## config.mk

```make
export PLATFORM = sky130hd
export DESIGN_NAME = tmr_host_if
export DESIGN_NICKNAME = d
export VERILOG_FILES = /design/src/rtl/tmr_host_if.sv
export SDC_FILE = /design/constraint.sdc
export NUM_CORES = 1
export LEC_CHECK = 0
export ABC_AREA = 1
export BUFFER_PORTS_ARGS = -buffer_cell sky130_fd_sc_hd__buf_2
export CELL_PAD_IN_SITES_DETAIL_PLACEMENT = 1
export CELL_PAD_IN_SITES_GLOBAL_PLACEMENT = 2
export CORE_UTILIZATION = 34
export DETAILED_ROUTE_END_ITERATION = 16
export HOLD_SLACK_MARGIN = 0.03
export PLACE_DENSITY = 0.87
export SYNTH_ARGS = -nofsm -noshare
export SYNTH_HDL_FRONTEND = slang
export SYNTH_SLANG_ARGS = --single-unit
```

## constraint.sdc

```tcl
create_clock -name clk -period 2.75 [get_ports clk]
set_clock_uncertainty 0.15 [all_clocks]
set_input_delay 0.55 -clock clk [delete_from_list [all_inputs] [get_ports clk]]
set_output_delay 0.55 -clock clk [all_outputs]
set_load 0.01 [all_outputs]
```

## src/rtl/tmr_host_if.sv

```systemverilog
module tmr_host_if (
  input  logic        clk,
  input  logic        rst_n,
  input  logic        wr_en,
  input  logic        rd_en,
  input  logic [1:0]  addr,
  input  logic [7:0]  wdata,
  output logic [7:0]  rdata,
  output logic        rd_valid,
  input  logic [47:0] live_cnt,
  input  logic [2:0]  out_lvl,
  output logic [2:0]  load_stb,
  output logic [15:0] load_val,
  output logic [8:0]  ch_mode,
  output logic [2:0]  ch_bcd
);

  logic [1:0]  acc  [3];
  logic [2:0]  mode [3];
  logic        dec  [3];
  logic        wph  [3];
  logic        rph  [3];
  logic [7:0]  wlat [3];
  logic [1:0]  clat [3];
  logic [15:0] lcnt [3];
  logic        slat [3];
  logic [7:0]  stat [3];
  logic [15:0] live [3];

  for (genvar g = 0; g < 3; g++) begin : g_ch
    assign live[g]          = live_cnt[16*g +: 16];
    assign ch_mode[3*g +: 3] = mode[g];
    assign ch_bcd[g]        = dec[g];

    a_r6_snap_hold: assert property (@(posedge clk) disable iff (!rst_n)
      (clat[g] != 2'd0 && !(rd_en && addr == 2'(g))) |=> (clat[g] != 2'd0 && $stable(lcnt[g])));

    a_r8_status_hold: assert property (@(posedge clk) disable iff (!rst_n)
      (slat[g] && !(rd_en && addr == 2'(g))) |=> (slat[g] && $stable(stat[g])));

    a_r2_toggle_reset: assert property (@(posedge clk) disable iff (!rst_n)
      (wr_en && addr == 2'd3 && wdata[7:6] == 2'(g) && wdata[5:4] != 2'd0)
      |=> (!wph[g] && !rph[g] && ch_mode[3*g +: 3] == $past(wdata[3:1])));
  end

  always_ff @(posedge clk) begin
    if (!rst_n) begin
      load_stb <= '0;
      load_val <= '0;
      rdata    <= '0;
      rd_valid <= 1'b0;
      for (int i = 0; i < 3; i++) begin
        acc[i]  <= 2'd3;
        mode[i] <= 3'd3;
        dec[i]  <= 1'b0;
        wph[i]  <= 1'b0;
        rph[i]  <= 1'b0;
        wlat[i] <= '0;
        clat[i] <= 2'd0;
        lcnt[i] <= '0;
        slat[i] <= 1'b0;
        stat[i] <= '0;
      end
    end else begin
      load_stb <= '0;
      rd_valid <= rd_en;
      if (wr_en) begin
        for (int i = 0; i < 3; i++) begin
          if (addr == 2'd3) begin
            if (wdata[7:6] == 2'd3) begin
              if (wdata[i+1]) begin
                if (!wdata[5] && clat[i] == 2'd0) begin
                  lcnt[i] <= live[i];
                  clat[i] <= acc[i];
                end
                if (!wdata[4] && !slat[i]) begin
                  stat[i] <= {out_lvl[i], 1'b0, acc[i], mode[i], dec[i]};
                  slat[i] <= 1'b1;
                end
              end
            end else if (wdata[7:6] == 2'(i)) begin
              if (wdata[5:4] == 2'd0) begin
                if (clat[i] == 2'd0) begin
                  lcnt[i] <= live[i];
                  clat[i] <= acc[i];
                end
              end else begin
                acc[i]  <= wdata[5:4];
                mode[i] <= wdata[3:1];
                dec[i]  <= wdata[0];
                wph[i]  <= 1'b0;
                rph[i]  <= 1'b0;
              end
            end
          end else if (addr == 2'(i)) begin
            case (acc[i])
              2'd1: begin
                load_stb[i] <= 1'b1;
                load_val    <= {8'h00, wdata};
              end
              2'd2: begin
                load_stb[i] <= 1'b1;
                load_val    <= {wdata, 8'h00};
              end
              default: begin
                if (!wph[i]) begin
                  wlat[i] <= wdata;
                  wph[i]  <= 1'b1;
                end else begin
                  load_stb[i] <= 1'b1;
                  load_val    <= {wdata, wlat[i]};
                  wph[i]      <= 1'b0;
                end
              end
            endcase
          end
        end
      end
      if (rd_en) begin
        rdata <= 8'h00;
        for (int i = 0; i < 3; i++) begin
          if (addr == 2'(i)) begin
            if (slat[i]) begin
              rdata   <= stat[i];
              slat[i] <= 1'b0;
            end else if (clat[i] != 2'd0) begin
              case (clat[i])
                2'd1: begin rdata <= lcnt[i][7:0];  clat[i] <= 2'd0; end
                2'd2: begin rdata <= lcnt[i][15:8]; clat[i] <= 2'd0; end
                default: begin rdata <= lcnt[i][7:0]; clat[i] <= 2'd2; end
              endcase
            end else begin
              case (acc[i])
                2'd1: rdata <= live[i][7:0];
                2'd2: rdata <= live[i][15:8];
                default: begin
                  rdata  <= rph[i] ? live[i][15:8] : live[i][7:0];
                  rph[i] <= ~rph[i];
                end
              endcase
            end
          end
        end
      end
    end
  end

  a_r4_one_load: assert property (@(posedge clk) disable iff (!rst_n) $onehot0(load_stb));

  a_r4_load_cause: assert property (@(posedge clk) disable iff (!rst_n)
    (wr_en && addr != 2'd3) |=> ($countones(load_stb) <= 1));

  a_r4_load_from_write: assert property (@(posedge clk) disable iff (!rst_n)
    (!wr_en || addr == 2'd3) |=> (load_stb == 3'b000));

  a_r10_ctrl_read_zero: assert property (@(posedge clk) disable iff (!rst_n)
    (rd_en && addr == 2'd3) |=> (rd_valid && rdata == 8'h00));

endmodule

```

==> impl_metrics.py, run 1 <==
metrics = {
    "outcome": {
        "status": "completed",
    },
    "synthesis": {
        "synth-edff-count": 126,
        "yosys.area_share.simple_pct": 29.55,
        "yosysTopAreaCell": "edfxtp_1",
        "synth_nets": 1118,
        "synth_area_per_cell_um2": 7.825,
        "synthCells": 1047,
        "synthFlopType": "edfxtp_1",
        "synthMuxAreaShare_pct": 0,
        "synth_top_family_by_area": "simple AND/OR/NAND/NOR gates",
        "synth_adder_area_share_pct": 0.9163,
        "ys_top_cells_by_area": "edfxtp_1 (46%), nand2_1 (16%), dfxtp_1 (6.8%)",
        "yosysSeqAreaShare_pct": 53.02,
        "synth_cell_types": 35,
        "yosys_warnings": 0,
        "synth-xor-area-share_pct": 0,
        "async_reset_ff_share_pct": 0,
        "syn_area_um2": 8193,
        "synth_top_area_share_pct": 46.18,
        "synth_seq_cells": 154,
        "synth_compound_area_share_pct": 7.437,
    },
    "job": {
        "cap_violations": 0,
    },
    "timing": {
        "setup_violations": 0,
        "slew_violations": 0,
        "finalCritPeriodShare_pct": 88.18,
        "hold_viol_final": 0,
        "fin_hold_ws_ns": 0.2566,
        "layout_min_cycle_time_ns": 2.425,
        "tns_ns": 0,
        "fmax_mhz": 412.4,
        "worst_slew_pin_slew_ns": 0.5648,
        "rsz0062_at_grt": "no",
        "slew_headroom_pct": 62.21,
    },
    "layout": {
        "final_cells": 1492,
        "utilization_pct": 41.44,
        "antennaDiodeCount": 0,
        "fillers": 2918,
        "fin_nets": 1231,
        "drive_above_1_share_pct": 17.73,
        "multi_input_area_um2": 3105,
        "syn_to_final_growth_pct": 19.09,
        "seqCellArea_um2": 4344,
    },
    "routing": {
        "first_pass_iters": 5,
        "post_drt_wl_per_cell_um": 18.49,
        "drt_wl_total_um": 27590,
        "avgViaCountPerCell": 4.922,
        "num_vias": 7343,
        "drtIter0Drc": 533,
        "ant_nets": 0,
        "drc": 0,
    },
    "floorplanning": {
        "fp.dieW_um": 157.2,
        "initial_utilization_pct": 34.80,
        "fp.dieArea_um2": 24720,
        "io_pins": 105,
        "die_h_um": 157.2,
        "core_area_um2": 23540,
        "rows": 56,
    },
    "global_route": {
        "grt_antenna_before_repair": 0,
        "grt_max_degree": 37,
        "grt_pass1_wl_um": 42120,
        "grt-ovfl-total": 0,
        "grtUsageTotal_pct": 23.38,
        "grt_pass1_vias": 7374,
    },
    "clock_network": {
        "cts_buffers": 17,
        "clock_latency_ns": 0.43,
        "cts.sinks": 154,
        "cts_setup_buffers": 0,
        "cts_tree": "yes",
        "cts_max_level": 4,
        "clkTransAtPathRegs_ns": 0.07,
        "clock_path_buffers": 2,
        "cts_resized": 0,
        "ctsHoldBuffers": 0,
        "root_buffer": "clkbuf_16",
    },
    "placement": {
        "hpwlAfterDp_um": 20140,
        "place_congestion": 0.8177,
        "place_inst": 1460,
        "place.port_buffers": 104,
    },
    "critical_path": {
        "cp-end-kind": "register",
        "worst_ep_required_time_ns": 2.97,
        "cp_max_fo": 9,
        "worst-setup-path-type": "reg -> reg",
        "startpoint_type": "register",
        "crit_arrival_ns": 2.65,
    },
    "power": {
        "p_per_area_nw_per_um2": 611.0,
        "p_leak_nw": 4.788,
        "ir_drop_v": 0.0003958,
        "power.total_mw": 5.962,
    },
    "worst_hold_path": {
        "hold_class": "in -> reg",
    },
}
## state kept, by name, indices dropped and copies added, names as in the netlist
register  count
lcnt         48
wlat         24
stat         21
load_val     16
mode          9
rdata         8
acc           6
clat          6
dec           3
load_stb      3
rph           3
slat          3
wph           3
rd_valid      1
## area by class of cell
cell class / instances / area share (%)
sequential: 154 / 44.52
clock buffer: 19 / 4.540
timing repair buffer: 128 / 7.310
clock inverter: 13 / 1.783
tap: 319 / 4.091
multi-input combinational: 705 / 31.83
inverter: 154 / 5.925
## metal layers
layer	global-route usage (%)	wire, µm	vias to the layer above
met5	0	0	-
met1	30.82	12280	3534
met2	38.92	13460	196
met3	4.130	1310	32
met4	7.305	537	0
li1	-	-	3581
## per-stage QoR
stage,instance area [µm²],setup slack (ns)
3_5_place_dp,9140,0.3569
6_report,9757,0.3249
5_1_grt,9757,0.08460
3_3_place_gp,9140,0.3528
4_1_cts,9757,0.2960
2_1_floorplan,8193,0.5718
## critical path, stage by stage (launching register included)
cell and delay, ns:
edfxtp_1 0.41, inv_1 0.10, ha_1 0.42, inv_2 0.19, nand2_1 0.19, o21ai_1 0.34
nand2_1 0.10, nand2_1 0.08, nand2_1 0.05, nand2_1 0.09, nand2_1 0.07, nand2_1 0.06
nor2_1 0.04, nor2_1 0.07
## report_power, final
part	total, mW	switching, mW	internal, mW
clock	2.52	0.982	1.53
combinational	0.752	0.526	0.226
sequential	2.69	0.0656	2.63
total	5.96	1.57	4.39
## worst paths after layout
path / slack (ns) / cells past startpoint / start / to
worst max-delay path: 0.32 / 13 / acc[0][4]$_DFFE_PP_ / rdata[2]$_SDFFE_PN0P_
worst min-delay path: 0.26 / 3 / live_cnt[6] / lcnt[0][6]$_SDFFCE_PP0P_
worst max register to register: 0.32 / 13 / acc[0][4]$_DFFE_PP_ / rdata[2]$_SDFFE_PN0P_
worst min register to register: 0.31 / 2 / rdata[7]$_SDFFE_PN0P_ / rdata[7]$_SDFFE_PN0P_
## synthesized netlist by cell type, types with 2 or more instances
master	n
dfxtp_1	28
a21oi_1	49
clkinv_1	3
o21ai_1	6
nand4_1	9
a22oi_1	6
o211ai_1	3
edfxtp_1	126
buf_6	3
nor2_2	2
nor4_1	2
ha_1	6
nor3_1	8
o21ai_0	34
inv_2	26
nand3_1	73
nand2_1	355
o31ai_1	6
clkbuf_1	18
inv_1	125
nor2_1	117
nand2_2	13
buf_2	12
or2_2	6
## cell usage in the layout (no fill, tap or decap), types with 2 or more instances in the layout
cell	n
bufinv_16	4
buf_2	104
or2_2	6
clkinv_1	6
o31ai_1	6
buf_4	23
nand2_2	13
inv_1	125
ha_1	6
o21ai_1	6
nand4_1	9
nor3_1	8
o21ai_0	34
nand3_1	73
dfxtp_1	28
inv_2	26
o211ai_1	3
nor4_1	2
a22oi_1	6
nor2_2	2
a21oi_1	49
nor2_1	117
clkbuf_16	17
nand2_1	355
clkinvlp_4	2
edfxtp_1	126
clkinv_2	2
## cell families after synthesis
group           count (synthesis)
fa+ha+maj                       6
flops                         154
compound gates                110
buf+inv                       188
simple gates                  589
Note: power is estimated with default switching activity, not from simulation.
==> run 2: changes to the inputs <==
--- a/config.mk
+++ b/config.mk
@@ -15,2 +15,3 @@
 export PLACE_DENSITY = 0.87
+export SKIP_LAST_GASP = 1
 export SYNTH_ARGS = -nofsm -noshare
==> constraint.sdc (replaced) <==
create_clock -name clk -period 2.75 [get_ports clk]
set_clock_uncertainty 0.15 [all_clocks]
set_input_delay 0 -clock clk [delete_from_list [all_inputs] [get_ports clk]]
set_output_delay 0 -clock clk [all_outputs]
set_load 0.01 [all_outputs]
==> impl_metrics.py, run 2 (synthesis gave the netlist of run 1 again) <==
metrics = {
    "critical_path": {
        "timing.rr.end": "wlat[0][20]$_DFFE_PP_",
        "timing.rr.start": "acc[0][4]$_DFFE_PP_",
        "crit_cells": 8,
        "r2r_slack_ns": 0.32,
        "crit_arrival_ns": 2.37,
        "crit_path_max_incr_delay_ns": 0.43,
        "crit_path_start": "acc[0][4]$_DFFE_PP_",
        "worst_r2r_path_depth": 8,
        "startpoint_type": "register",
        "cp_max_fo": 9,
        "cp-end-kind": "register",
        "cpLargestDelayFamily": "simple AND/OR/NAND/NOR gates",
        "crit_path_cell_trace": "inv_1 > ha_1 > inv_2 > nor3_1 > inv_1 > nor2_1 > inv_1 > nand2_1",
        "cp_common_cell": "inv_1",
        "cp.buffers_inverters": 4,
        "cp_slowest_cell": "ha_1",
        "worst_ep_required_time_ns": 2.69,
        "worst-setup-path-type": "reg -> reg",
    },
    "layout": {
        "antennaDiodeCount": 0,
        "largest-register": "lcnt",
        "mostFrequentLayoutCells": "nand2_1 (355), edfxtp_1 (126), inv_1 (125)",
        "drive_above_1_share_pct": 16.87,
        "fillers": 2951,
        "syn_to_final_growth_pct": 26.71,
        "top_regs": "lcnt (48), wlat (24), stat (21)",
        "seqCellArea_um2": 4344,
        "multi_input_area_um2": 3105,
        "largest_reg_flops": 48,
        "fin_nets": 1291,
        "layout_commonest_cell": "nand2_1",
    },
    "global_route": {
        "grt-ovfl-total": 0,
        "grtUsageTotal_pct": 23.69,
        "grt_antenna_before_repair": 0,
        "grt_pass1_vias": 7823,
        "grt_max_degree": 22,
        "grt_pass1_wl_um": 43500,
    },
    "power": {
        "power.total_mw": 6.044,
        "ir_drop_v": 0.0003605,
        "netSwitchingPower_mw": 1.608,
        "pwr-share-comb_pct": 13.4,
        "pwr-share-seq_pct": 44.6,
        "netSwitchingFraction_pct": 26.60,
        "p_per_area_nw_per_um2": 582.2,
        "p_leak_nw": 5.058,
        "clock_power_share_pct": 42.0,
        "p_int_mw": 4.437,
    },
    "placement": {
        "hpwlAfterDp_um": 20100,
        "place_congestion": 0.8342,
        "place.port_buffers": 104,
    },
    "clock_network": {
        "clock_latency_ns": 0.44,
        "cts_tree": "yes",
        "clkTransAtPathRegs_ns": 0.07,
        "cts_buffers": 17,
        "cts_max_level": 4,
        "clock_path_buffers": 2,
        "root_buffer": "clkbuf_16",
        "cts_setup_buffers": 0,
        "cts_resized": 0,
        "cts.sinks": 154,
    },
    "floorplanning": {
        "fp.dieArea_um2": 24720,
        "die_h_um": 157.2,
        "core_area_um2": 23540,
        "io_pins": 105,
        "fp.dieW_um": 157.2,
        "rows": 56,
        "initial_utilization_pct": 34.80,
    },
    "timing": {
        "fmax_mhz": 410.8,
        "setup_violations": 0,
        "slew_violations": 0,
        "hold_viol_final": 0,
        "tns_ns": 0,
        "layout_min_cycle_time_ns": 2.434,
        "slew_headroom_pct": 62.62,
        "worst_slew_pin_slew_ns": 0.5587,
        "finalCritPeriodShare_pct": 88.52,
        "rsz0062_at_grt": "no",
    },
    "worst_hold_path": {
        "hold_depth": 4,
        "hold-path-endpoint": "wph[1]$_SDFFCE_PP0P_",
        "hold_class": "in -> reg",
        "min-delay-start": "addr[1]",
    },
    "routing": {
        "drt_wl_total_um": 27960,
        "ant_nets": 0,
        "num_vias": 7604,
        "drtIter0Drc": 471,
        "post_drt_wl_per_cell_um": 18.02,
        "drc": 0,
        "first_pass_iters": 5,
        "avgViaCountPerCell": 4.899,
    },
    "job": {
        "cap_violations": 0,
    },
    "outcome": {
        "status": "completed",
    },
}
[run 2: cell types whose count changed in the layout (fill, tap and decap cells not counted), moves of 2 or more]
| cell | previous run | this run |
|---|---|---|
| buf_4 | 23 | 21 |
| bufinv_16 | 4 | 1 |
| clkbuf_16 | 17 | 22 |
| clkinv_1 | 6 | 3 |
| clkinv_4 | 1 | 4 |
| clkinvlp_4 | 2 | 0 |
| dlygate4sd3_1 | 0 | 63 |
| inv_4 | 0 | 2 |
[run 2: per-stage QoR]
stage	setup WS, ns	utilization (%)	hold slack, ns	area (µm²)	cells
CTS	0.3110	44.10	0.04239	10380	1552
floorplan	0.7850	-	-0.006916	8193	1047
global placement	0.4801	38.67	0.1362	9105	1457
finish	0.3157	44.10	0.06064	10380	1552
global route	0.1157	44.10	0.1040	10380	1552
detailed placement	0.3289	38.67	0.1402	9105	1457
[run 2: worst reg2reg max path: stages, from the launching register on]
cell      delay, ns
edfxtp_1       0.41
inv_1          0.09
ha_1           0.43
inv_2          0.13
nor3_1         0.20
inv_1          0.08
nor2_1         0.15
inv_1          0.10
nand2_1        0.35
[run 2: how the worst max path moves through the flow]
| stage | to | slack [ns] |
|---|---|---|
| final | wlat[0][20]$_DFFE_PP_ | 0.32 |
| after global routing | wlat[0][0]$_DFFE_PP_ | 0.12 |
| after CTS | wlat[0][20]$_DFFE_PP_ | 0.31 |
| after detailed placement | wlat[0][21]$_DFFE_PP_ | 0.33 |
| after global placement | wlat[0][22]$_DFFE_PP_ | 0.48 |
| after floorplan | wlat[0][16]$_DFFE_PP_ | 0.78 |
[run 2: power groups by stage]
stage                     combinational [mW]  clock, mW  sequential [mW]
after floorplan                        0.411          0             2.73
after global placement                 0.724          0             2.74
after detailed placement               0.739          0             2.74
after CTS                              0.814       2.57             2.69
after global routing                   0.903       2.64             2.71
final                                  0.812       2.54             2.69
[run 2: repair_timing]
| item | 4_1_cts | 5_1_grt |
|---|---|---|
| endpoints found under the hold margin | 111 | 0 |
| hold buffers | 63 | 0 |
| setup endpoints to repair | 0 | 0 |
[run 2: layer usage]
metal / vias up / part of all wire [%] / track usage [%]
li1: 3694 / - / -
met1: 3667 / 44 / 30.24
met2: 204 / 49 / 41.32
met3: 39 / 4.6 / 3.469
met4: 0 / 1.7 / 7.027
met5: - / 0 / 0
[run 2: area by class of cell]
| class | count | area share (%) |
|---|---|---|
| Inverter | 154 | 5.568 |
| Multi-Input combinational cell | 705 | 29.91 |
| Clock inverter | 9 | 0.8798 |
| Tap cell | 319 | 3.845 |
| Clock buffer | 23 | 5.339 |
| Timing Repair Buffer | 188 | 12.61 |
| Sequential cell | 154 | 41.85 |
